$ cat config.mk
export PLATFORM = sky130hd
export DESIGN_NAME = xd_decimator
export DESIGN_NICKNAME = d
export VERILOG_FILES = /design/src/rtl/xd_pkg.sv /design/src/rtl/xd_lane_fold.sv /design/src/rtl/xd_period_counter.sv /design/src/rtl/xd_parity_acc.sv /design/src/rtl/xd_out_stage.sv /design/src/rtl/xd_decimator.sv
export SDC_FILE = /design/constraint.sdc
export NUM_CORES = 1
export LEC_CHECK = 0
export CAP_MARGIN = 0
export CORE_UTILIZATION = 35
export CTS_CLUSTER_SIZE = 8
export DETAILED_ROUTE_END_ITERATION = 12
export HOLD_SLACK_MARGIN = 0.06
export PLACE_DENSITY_LB_ADDON = 0.3
export SETUP_SLACK_MARGIN = 0.1
export SLEW_MARGIN = 15
export SYNTH_ARGS = -nofsm -noshare
export SYNTH_HDL_FRONTEND = slang
export SYNTH_HIERARCHICAL = 1
export SYNTH_SLANG_ARGS = --single-unit
$ cat constraint.sdc
create_clock -name clk -period 4 [get_ports clk]
set_input_delay 0.4 -clock clk [delete_from_list [all_inputs] [get_ports clk]]
set_output_delay 0.4 -clock clk [all_outputs]
set_load 0.005 [all_outputs]
$ cat src/rtl/xd_pkg.sv
package xd_pkg;
  // Width of a counter that must hold values 0 .. n-1 (at least one bit).
  function automatic int unsigned cnt_width(input int unsigned n);
    return (n > 1) ? $clog2(n) : 1;
  endfunction
endpackage

$ cat src/rtl/xd_lane_fold.sv
module xd_lane_fold #(
  parameter int unsigned LANES = 1
) (
  input  logic [LANES-1:0] lanes,
  output logic             folded
);
  logic [LANES:0] chain;
  assign chain[0] = 1'b0;
  for (genvar i = 0; i < LANES; i++) begin : g_fold
    assign chain[i+1] = chain[i] ^ lanes[i];
  end
  assign folded = chain[LANES];
endmodule

$ cat src/rtl/xd_period_counter.sv
module xd_period_counter #(
  parameter int unsigned KD = 3333,
  localparam int unsigned CW = xd_pkg::cnt_width(KD)
) (
  input  logic          clk,
  input  logic          rst,
  input  logic          step,
  output logic          first,
  output logic          last,
  output logic [CW-1:0] count
);
  localparam logic [CW-1:0] LAST_POS = CW'(KD - 1);

  assign first = (count == '0);
  assign last  = (count == LAST_POS);

  always_ff @(posedge clk) begin
    if (rst) begin
      count <= '0;
    end else if (step) begin
      count <= last ? '0 : count + 1'b1;
    end
  end
endmodule

$ cat src/rtl/xd_parity_acc.sv
module xd_parity_acc (
  input  logic clk,
  input  logic rst,
  input  logic step,
  input  logic first,
  input  logic last,
  input  logic sample,
  output logic done,
  output logic parity
);
  logic acc;

  // First sample of a period loads the accumulator, so nothing is lost.
  assign parity = first ? sample : (acc ^ sample);
  assign done   = step & last;

  always_ff @(posedge clk) begin
    if (rst) begin
      acc <= 1'b0;
    end else if (step) begin
      acc <= parity;
    end
  end
endmodule

$ cat src/rtl/xd_out_stage.sv
module xd_out_stage (
  input  logic clk,
  input  logic rst,
  input  logic load,
  input  logic load_bit,
  input  logic ready,
  output logic valid,
  output logic data
);
  always_ff @(posedge clk) begin
    if (rst) begin
      valid <= 1'b0;
      data  <= 1'b0;
    end else if (load) begin
      valid <= 1'b1;
      data  <= load_bit;
    end else if (valid && ready) begin
      valid <= 1'b0;
    end
  end
endmodule

$ cat src/rtl/xd_decimator.sv
module xd_decimator #(
  parameter int unsigned KD    = 3333,
  parameter int unsigned LANES = 1,
  localparam int unsigned CW   = xd_pkg::cnt_width(KD)
) (
  input  logic             clk,
  input  logic             rst,
  input  logic             raw_valid,
  output logic             raw_ready,
  input  logic [LANES-1:0] raw_bits,
  output logic             out_valid,
  input  logic             out_ready,
  output logic             out_bit
);
  logic          sample;
  logic          first;
  logic          last;
  logic          period_done;
  logic          parity;
  logic [CW-1:0] cnt;

  assign raw_ready = 1'b1;

  xd_lane_fold #(.LANES(LANES)) u_fold (
    .lanes  (raw_bits),
    .folded (sample)
  );

  xd_period_counter #(.KD(KD)) u_cnt (
    .clk   (clk),
    .rst   (rst),
    .step  (raw_valid),
    .first (first),
    .last  (last),
    .count (cnt)
  );

  xd_parity_acc u_acc (
    .clk    (clk),
    .rst    (rst),
    .step   (raw_valid),
    .first  (first),
    .last   (last),
    .sample (sample),
    .done   (period_done),
    .parity (parity)
  );

  xd_out_stage u_out (
    .clk      (clk),
    .rst      (rst),
    .load     (period_done),
    .load_bit (parity),
    .ready    (out_ready),
    .valid    (out_valid),
    .data     (out_bit)
  );
endmodule

==> results.py, run 1 <==
metrics = {
    "cts": {
        "root_buffer": "clkbuf_4",
        "cts_tree": "done",
        "clock-sinks": 15,
        "cts_made_buffers": 3,
        "clk_path_buf_depth": 2,
        "hold_buffers": 0,
        "insertion_delay_ns": 0.29,
        "htreeDepth": 1,
        "cts_setup_buffers": 0,
        "cts.clk_slew.worst_paths_ns": 0.08,
        "post_cts_resized": 0,
    },
    "finish": {
        "drive_gt1_frac": 0.08421,
        "nets": 103,
        "multi_input_area_um2": 444.2,
        "fin_util": 0.4266,
        "mostFrequentLayoutCells": "dfxtp_1, nor2_1, clkdlybuf4s50_1, nand4_1, a21oi_1",
        "final_common_cell": "dfxtp_1",
        "stdcell_count": 122,
        "antennaDiodeCount": 0,
        "syn2layout_area_growth_pct": 9.502,
        "regArea_um2": 300.3,
        "n_fill_cell": 215,
    },
    "setup_path": {
        "worstPathRequired_ns": 4.21,
        "path_class": "primary input to flop",
        "path_buf_inv": 1,
        "cp-end-kind": "flop",
        "slowest_stage": "clkdlybuf4s50_1",
        "crit_family": "simple AND/OR/NAND/NOR gates",
        "arrival_ns": 2.18,
        "path_max_fanout": 12,
        "cp_slowest_stage_delay_ns": 0.71,
        "worstPathCellList": "clkdlybuf4s50_1 -> nand4_2 -> or4_1 -> a21oi_1",
        "cp-start-kind": "primary input",
        "reg2reg_slack_ns": 2.22,
    },
    "power": {
        "irDropWorstVdd_mv": 0.1616,
        "p_per_area_mw_per_mm2": 307.0,
        "p_leak_nw": 0.3027,
    },
    "synth": {
        "ys_seq_elements": 15,
        "synthCells": 91,
        "ys.warnings.count": 6,
        "synth.distinct_cells": 32,
        "synth_area_um2": 803.3,
        "syn-num-nets": 98,
        "seq_area_frac_synth": 0.3738,
        "synth_top_cell_area_share": 0.3738,
        "synth.area.top_cells": "dfxtp_1, nand4_1, a21oi_1",
        "yosys.area.top_type": "dfxtp_1",
        "synth_area_per_cell_um2": 8.827,
    },
    "timing": {
        "rsz0062_at_grt": "no",
        "period_share": 0.4911,
        "setup_tns_ns": 0,
        "period_needed_ns": 1.964,
        "slew_viol_final": 0,
        "timing.final.ws_setup_ns": 2.036,
        "setup_viol_count_final": 0,
        "finClkSkew_ns": 0.002933,
        "clock.fmax_mhz": 509.1,
        "hold_violations": 0,
    },
    "routing": {
        "totalWireLength_um": 1525,
        "drt-initial-drc-count": 7,
        "vias": 660,
        "vias_per_cell": 5.410,
        "route.detailed.drc": 0,
        "detail_route.first_pass.iterations": 4,
        "ant_nets": 0,
        "wl_per_cell_um": 12.50,
    },
    "global_route": {
        "grt_max_degree": 13,
        "grt_pass1_vias": 592,
        "overflow": 0,
        "grt_pass1_wl_um": 2608,
        "track_usage": 0.1386,
        "antenna_found_initial": 0,
    },
    "place": {
        "dp_slack_ns": 1.764,
        "port_buffers": 6,
        "dpl.hpwl_um": 1047,
        "globalplace.congestion": 0.7843,
        "dp.cells": 118,
    },
    "die": {
        "num_rows": 16,
        "die_area_mm2": 0.002491,
        "start_util": 0.3896,
        "coreArea_mm2": 0.002062,
        "die_height_um": 49.91,
        "io_pins": 8,
        "dieWidth_um": 49.91,
    },
    "flow_run": {
        "cap_violations": 0,
    },
    "min_path": {
        "hold_path.class": "flop to flop",
    },
    "status": {
        "outcome": "finished clean",
    },
}
-- power by group --
group	total, mW	switching (mW)	leakage [nW]	internal, mW
Sequential	0.157	0.00482	0.121	0.152
Combinational	0.0254	0.0128	0.166	0.0126
Clock	0.0875	0.0487	0.0150	0.0388
Total	0.270	0.0663	0.303	0.204
-- flip-flops by register name, summed over array words and instances, names as in the netlist --
register     cells
u_out/data       1
u_acc/acc        1
u_cnt/count     12
u_out/valid      1
-- worst min-delay path, stage by stage, from the launching register on --
cell and delay (ns):
dfxtp_1 0.32, nand2b_1 0.06, a21oi_1 0.06
-- cells in the mapped netlist --
library cell   n
dfxtp_1       15
nor2_1         8
a21oi_1        6
nand4_1        6
inv_1          4
nand2_1        4
o21ai_0        4
o31ai_1        4
buf_4          3
nand3_1        3
or3_1          3
or4_1          3
xor2_1         3
a21oi_2        2
buf_2          2
ha_1           2
mux2i_1        2
or4_4          2
xnor2_1        2
a32o_1         1
a41o_1         1
and2_1         1
and4_1         1
buf_6          1
conb_1         1
mux2_1         1
nand2b_1       1
nand4_2        1
nor2b_1        1
nor3_1         1
nor4b_1        1
or2b_1         1
-- through the flow --
stage	hold slack [ns]	cell area [um^2]	power (mW)
2_1_floorplan	0.4597	803.3	0.1791
3_3_place_gp	0.4604	853.3	0.1849
3_5_place_dp	0.4726	853.3	0.1861
4_1_cts	0.4845	879.6	0.2736
5_1_grt	0.5007	879.6	0.2820
6_report	0.4790	879.6	0.2700
-- metal layers --
layer	track usage	share of wire
met1	0.1744	0.49
met2	0.2095	0.47
met3	0.05556	0.038
met4	0.05238	0.0066
met5	0	0
-- logic make-up (layout without fill, tap and decap cells) --
logic type | Yosys count | after routing | synth area share
simple gates | 37 | 37 | 0.2773
mux | 3 | 3 | 0.03894
fa+ha+maj | 2 | 2 | 0.03115
xor+xnor | 5 | 5 | 0.05453
compound gates | 18 | 18 | 0.1464
buf+inv | 10 | 14 | 0.07320
other cells | 1 | 1 | 0.004668
flops | 15 | 15 | 0.3738
-- final cells by class --
cell class              count  area share
inverters                   4     0.01707
repair buffers              6     0.06828
multi-input cells          66      0.5050
well taps                  27     0.03841
clock buffers               4     0.02987
flip-flops and latches     15      0.3414
-- path summary, 6_finish.rpt --
kind | end | cells past startpoint | start
min reg2reg | u_out/valid | 2 | u_out/valid
max reg2reg | u_out/data | 9 | u_cnt/count[0]
max | u_cnt/count[11] | 4 | raw_valid
min | u_out/valid | 2 | u_out/valid
No activity file was read; power rests on OpenSTA's default activity.
==> run 2: changes to the inputs <==
Clock period 4 ns to 1.8 ns, I/O delays scaled along.
==> run 2 against run 1 <==
  * Largest cell class unchanged
  * Sequential power rose by 120%
  * Sequential share of layout area fell by 2.1 points
  * Critical path depth rose by 5
  * Setup slack got worse by 1.8 ns
  * Design area rose by 6.4%
  * Flip-flop and latch count did not move
==> results.py, run 2 (same netlist as run 1, synthesis figures left out) <==
metrics = {
    "flow_run": {
        "cap_violations": 0,
    },
    "cts": {
        "root_buffer": "clkbuf_4",
        "htreeDepth": 1,
        "cts.clk_slew.worst_paths_ns": 0.09,
        "cts_made_buffers": 3,
        "clk_path_buf_depth": 2,
        "hold_buffers": 0,
        "cts_tree": "done",
        "clock-sinks": 15,
        "insertion_delay_ns": 0.29,
    },
    "setup_path": {
        "crit_start": "u_cnt/count[0]",
        "slowest_stage": "dfxtp_1",
        "reg2reg_slack_ns": 0.26,
        "rr_endpoint": "u_out/data",
        "cp_slowest_stage_delay_ns": 0.32,
        "cp-start-kind": "flop",
        "r2r_cells": 9,
        "cp-end-kind": "flop",
        "worstPathRequired_ns": 1.99,
        "path_max_fanout": 3,
        "worst_path_most_repeated_cell": "nor2_1",
        "path_class": "flop to flop",
        "arrival_ns": 1.73,
        "r2r-start": "u_cnt/count[0]",
        "worstPathCellList": "inv_1 -> ha_1 -> nor4b_2 -> nand2_1 -> nor2_1 -> or2b_1 -> xnor2_1 -> mux2i_1 -> nor2_1",
        "crit_end": "u_out/data",
    },
    "timing": {
        "setup_viol_count_final": 0,
        "slew_viol_final": 0,
        "clock.fmax_mhz": 647.3,
        "setup_tns_ns": 0,
        "period_share": 0.8582,
        "rsz0062_at_grt": "no",
        "hold_violations": 0,
        "finClkSkew_ns": 0.005405,
        "period_needed_ns": 1.545,
    },
    "finish": {
        "mostFrequentLayoutCells": "dfxtp_1, nor2_1, clkdlybuf4s50_1, nand4_1, a21oi_1",
        "final_common_cell": "dfxtp_1",
        "syn2layout_area_growth_pct": 16.51,
        "regArea_um2": 300.3,
        "antennaDiodeCount": 0,
        "n_fill_cell": 206,
        "final_area_um2": 935.9,
        "regMostFlops": "u_cnt/count",
        "largest_reg_flops": 12,
        "multi_input_area_um2": 450.4,
        "nets": 108,
        "stdcell_count": 127,
        "drive_gt1_frac": 0.1400,
    },
    "min_path": {
        "hold_path.class": "flop to flop",
        "min_from": "u_out/valid",
    },
    "global_route": {
        "grt_max_degree": 13,
        "antenna_found_initial": 0,
        "grt_pass1_wl_um": 2711,
        "overflow": 0,
        "track_usage": 0.1424,
        "grt_pass1_vias": 622,
    },
    "die": {
        "die_area_mm2": 0.002491,
        "coreArea_mm2": 0.002062,
        "io_pins": 8,
        "num_rows": 16,
        "die_height_um": 49.91,
        "dieWidth_um": 49.91,
        "start_util": 0.3896,
    },
    "place": {
        "globalplace.congestion": 0.7346,
        "port_buffers": 6,
        "dp.cells": 123,
        "place_area_um2": 903.4,
        "dpl.hpwl_um": 1120,
    },
    "routing": {
        "vias_per_cell": 5.299,
        "detail_route.first_pass.iterations": 4,
        "route.detailed.drc": 0,
        "totalWireLength_um": 1582,
        "drt-initial-drc-count": 7,
        "vias": 673,
        "wl_per_cell_um": 12.46,
        "ant_nets": 0,
    },
    "status": {
        "outcome": "finished clean",
    },
    "power": {
        "irDropWorstVdd_mv": 0.3568,
        "p_leak_nw": 0.3356,
        "p_per_area_mw_per_mm2": 663.1,
    },
}
[run 2: stage by stage]
| step | hold WS (ns) | power, mW | utilization | setup slack [ns] |
|---|---|---|---|---|
| 2_1_floorplan | 0.2491 | 0.3980 | - | 0.2533 |
| 3_3_place_gp | 0.4640 | 0.4255 | 0.4381 | 0.1199 |
| 3_5_place_dp | 0.4826 | 0.4274 | 0.4381 | 0.09984 |
| 4_1_cts | 0.4961 | 0.6269 | 0.4509 | 0.1246 |
| 5_1_grt | 0.5204 | 0.6490 | 0.4539 | 0.05680 |
| 6_report | 0.4826 | 0.6206 | 0.4539 | 0.2552 |
[run 2: layout make-up]
class / instances / share of cell area
well taps: 27 / 0.03610
flip-flops and latches: 15 / 0.3209
clock buffers: 4 / 0.02807
multi-input cells: 66 / 0.4813
repair buffers: 11 / 0.1176
inverters: 4 / 0.01604
[run 2: worst min path at each step]
stage               slack [ns]     endpoint  depth (start not counted)
floorplan                 0.25  u_out/valid                          1
global placement          0.46  u_out/valid                          2
detailed placement        0.48  u_out/valid                          2
CTS                       0.50  u_out/valid                          2
global route              0.52  u_out/valid                          2
finish                    0.48  u_out/valid                          2
[run 2: per-layer routing]
layer  wire length (um)  global-route usage  part of all wire  vias to the layer above
li1                   -                   -                 -                      349
met1                772              0.1725              0.49                      309
met2                736              0.2365              0.47                       12
met3                 63             0.05556             0.040                        3
met4                 11             0.02857            0.0070                        0
met5                  0                   0                 0                        -
[run 2: timing repair]
item,CTS,global route
buffers inserted,0,0
endpoints found under the setup margin,0,2
gates resized for setup,0,1
[run 2: critical path, delay by kind of cell, from the launching register on]
family	cells	cell delay, ns
simple gates	5	0.74
mux	1	0.13
buf+inv	1	0.05
flops	1	0.32
fa+ha+maj	1	0.16
xor+xnor	1	0.06
[run 2: where the power goes]
part	internal [mW]	switching (mW)
Sequential	0.338	0.00405
Combinational	0.0411	0.0377
Clock	0.0862	0.113
==> run 3: changes to the inputs <==
Settings changed: SLEW_MARGIN 15 to default.
==> results of run 3 <==
Same layout as run 2: the final DEF is identical, and so are final timing and power.
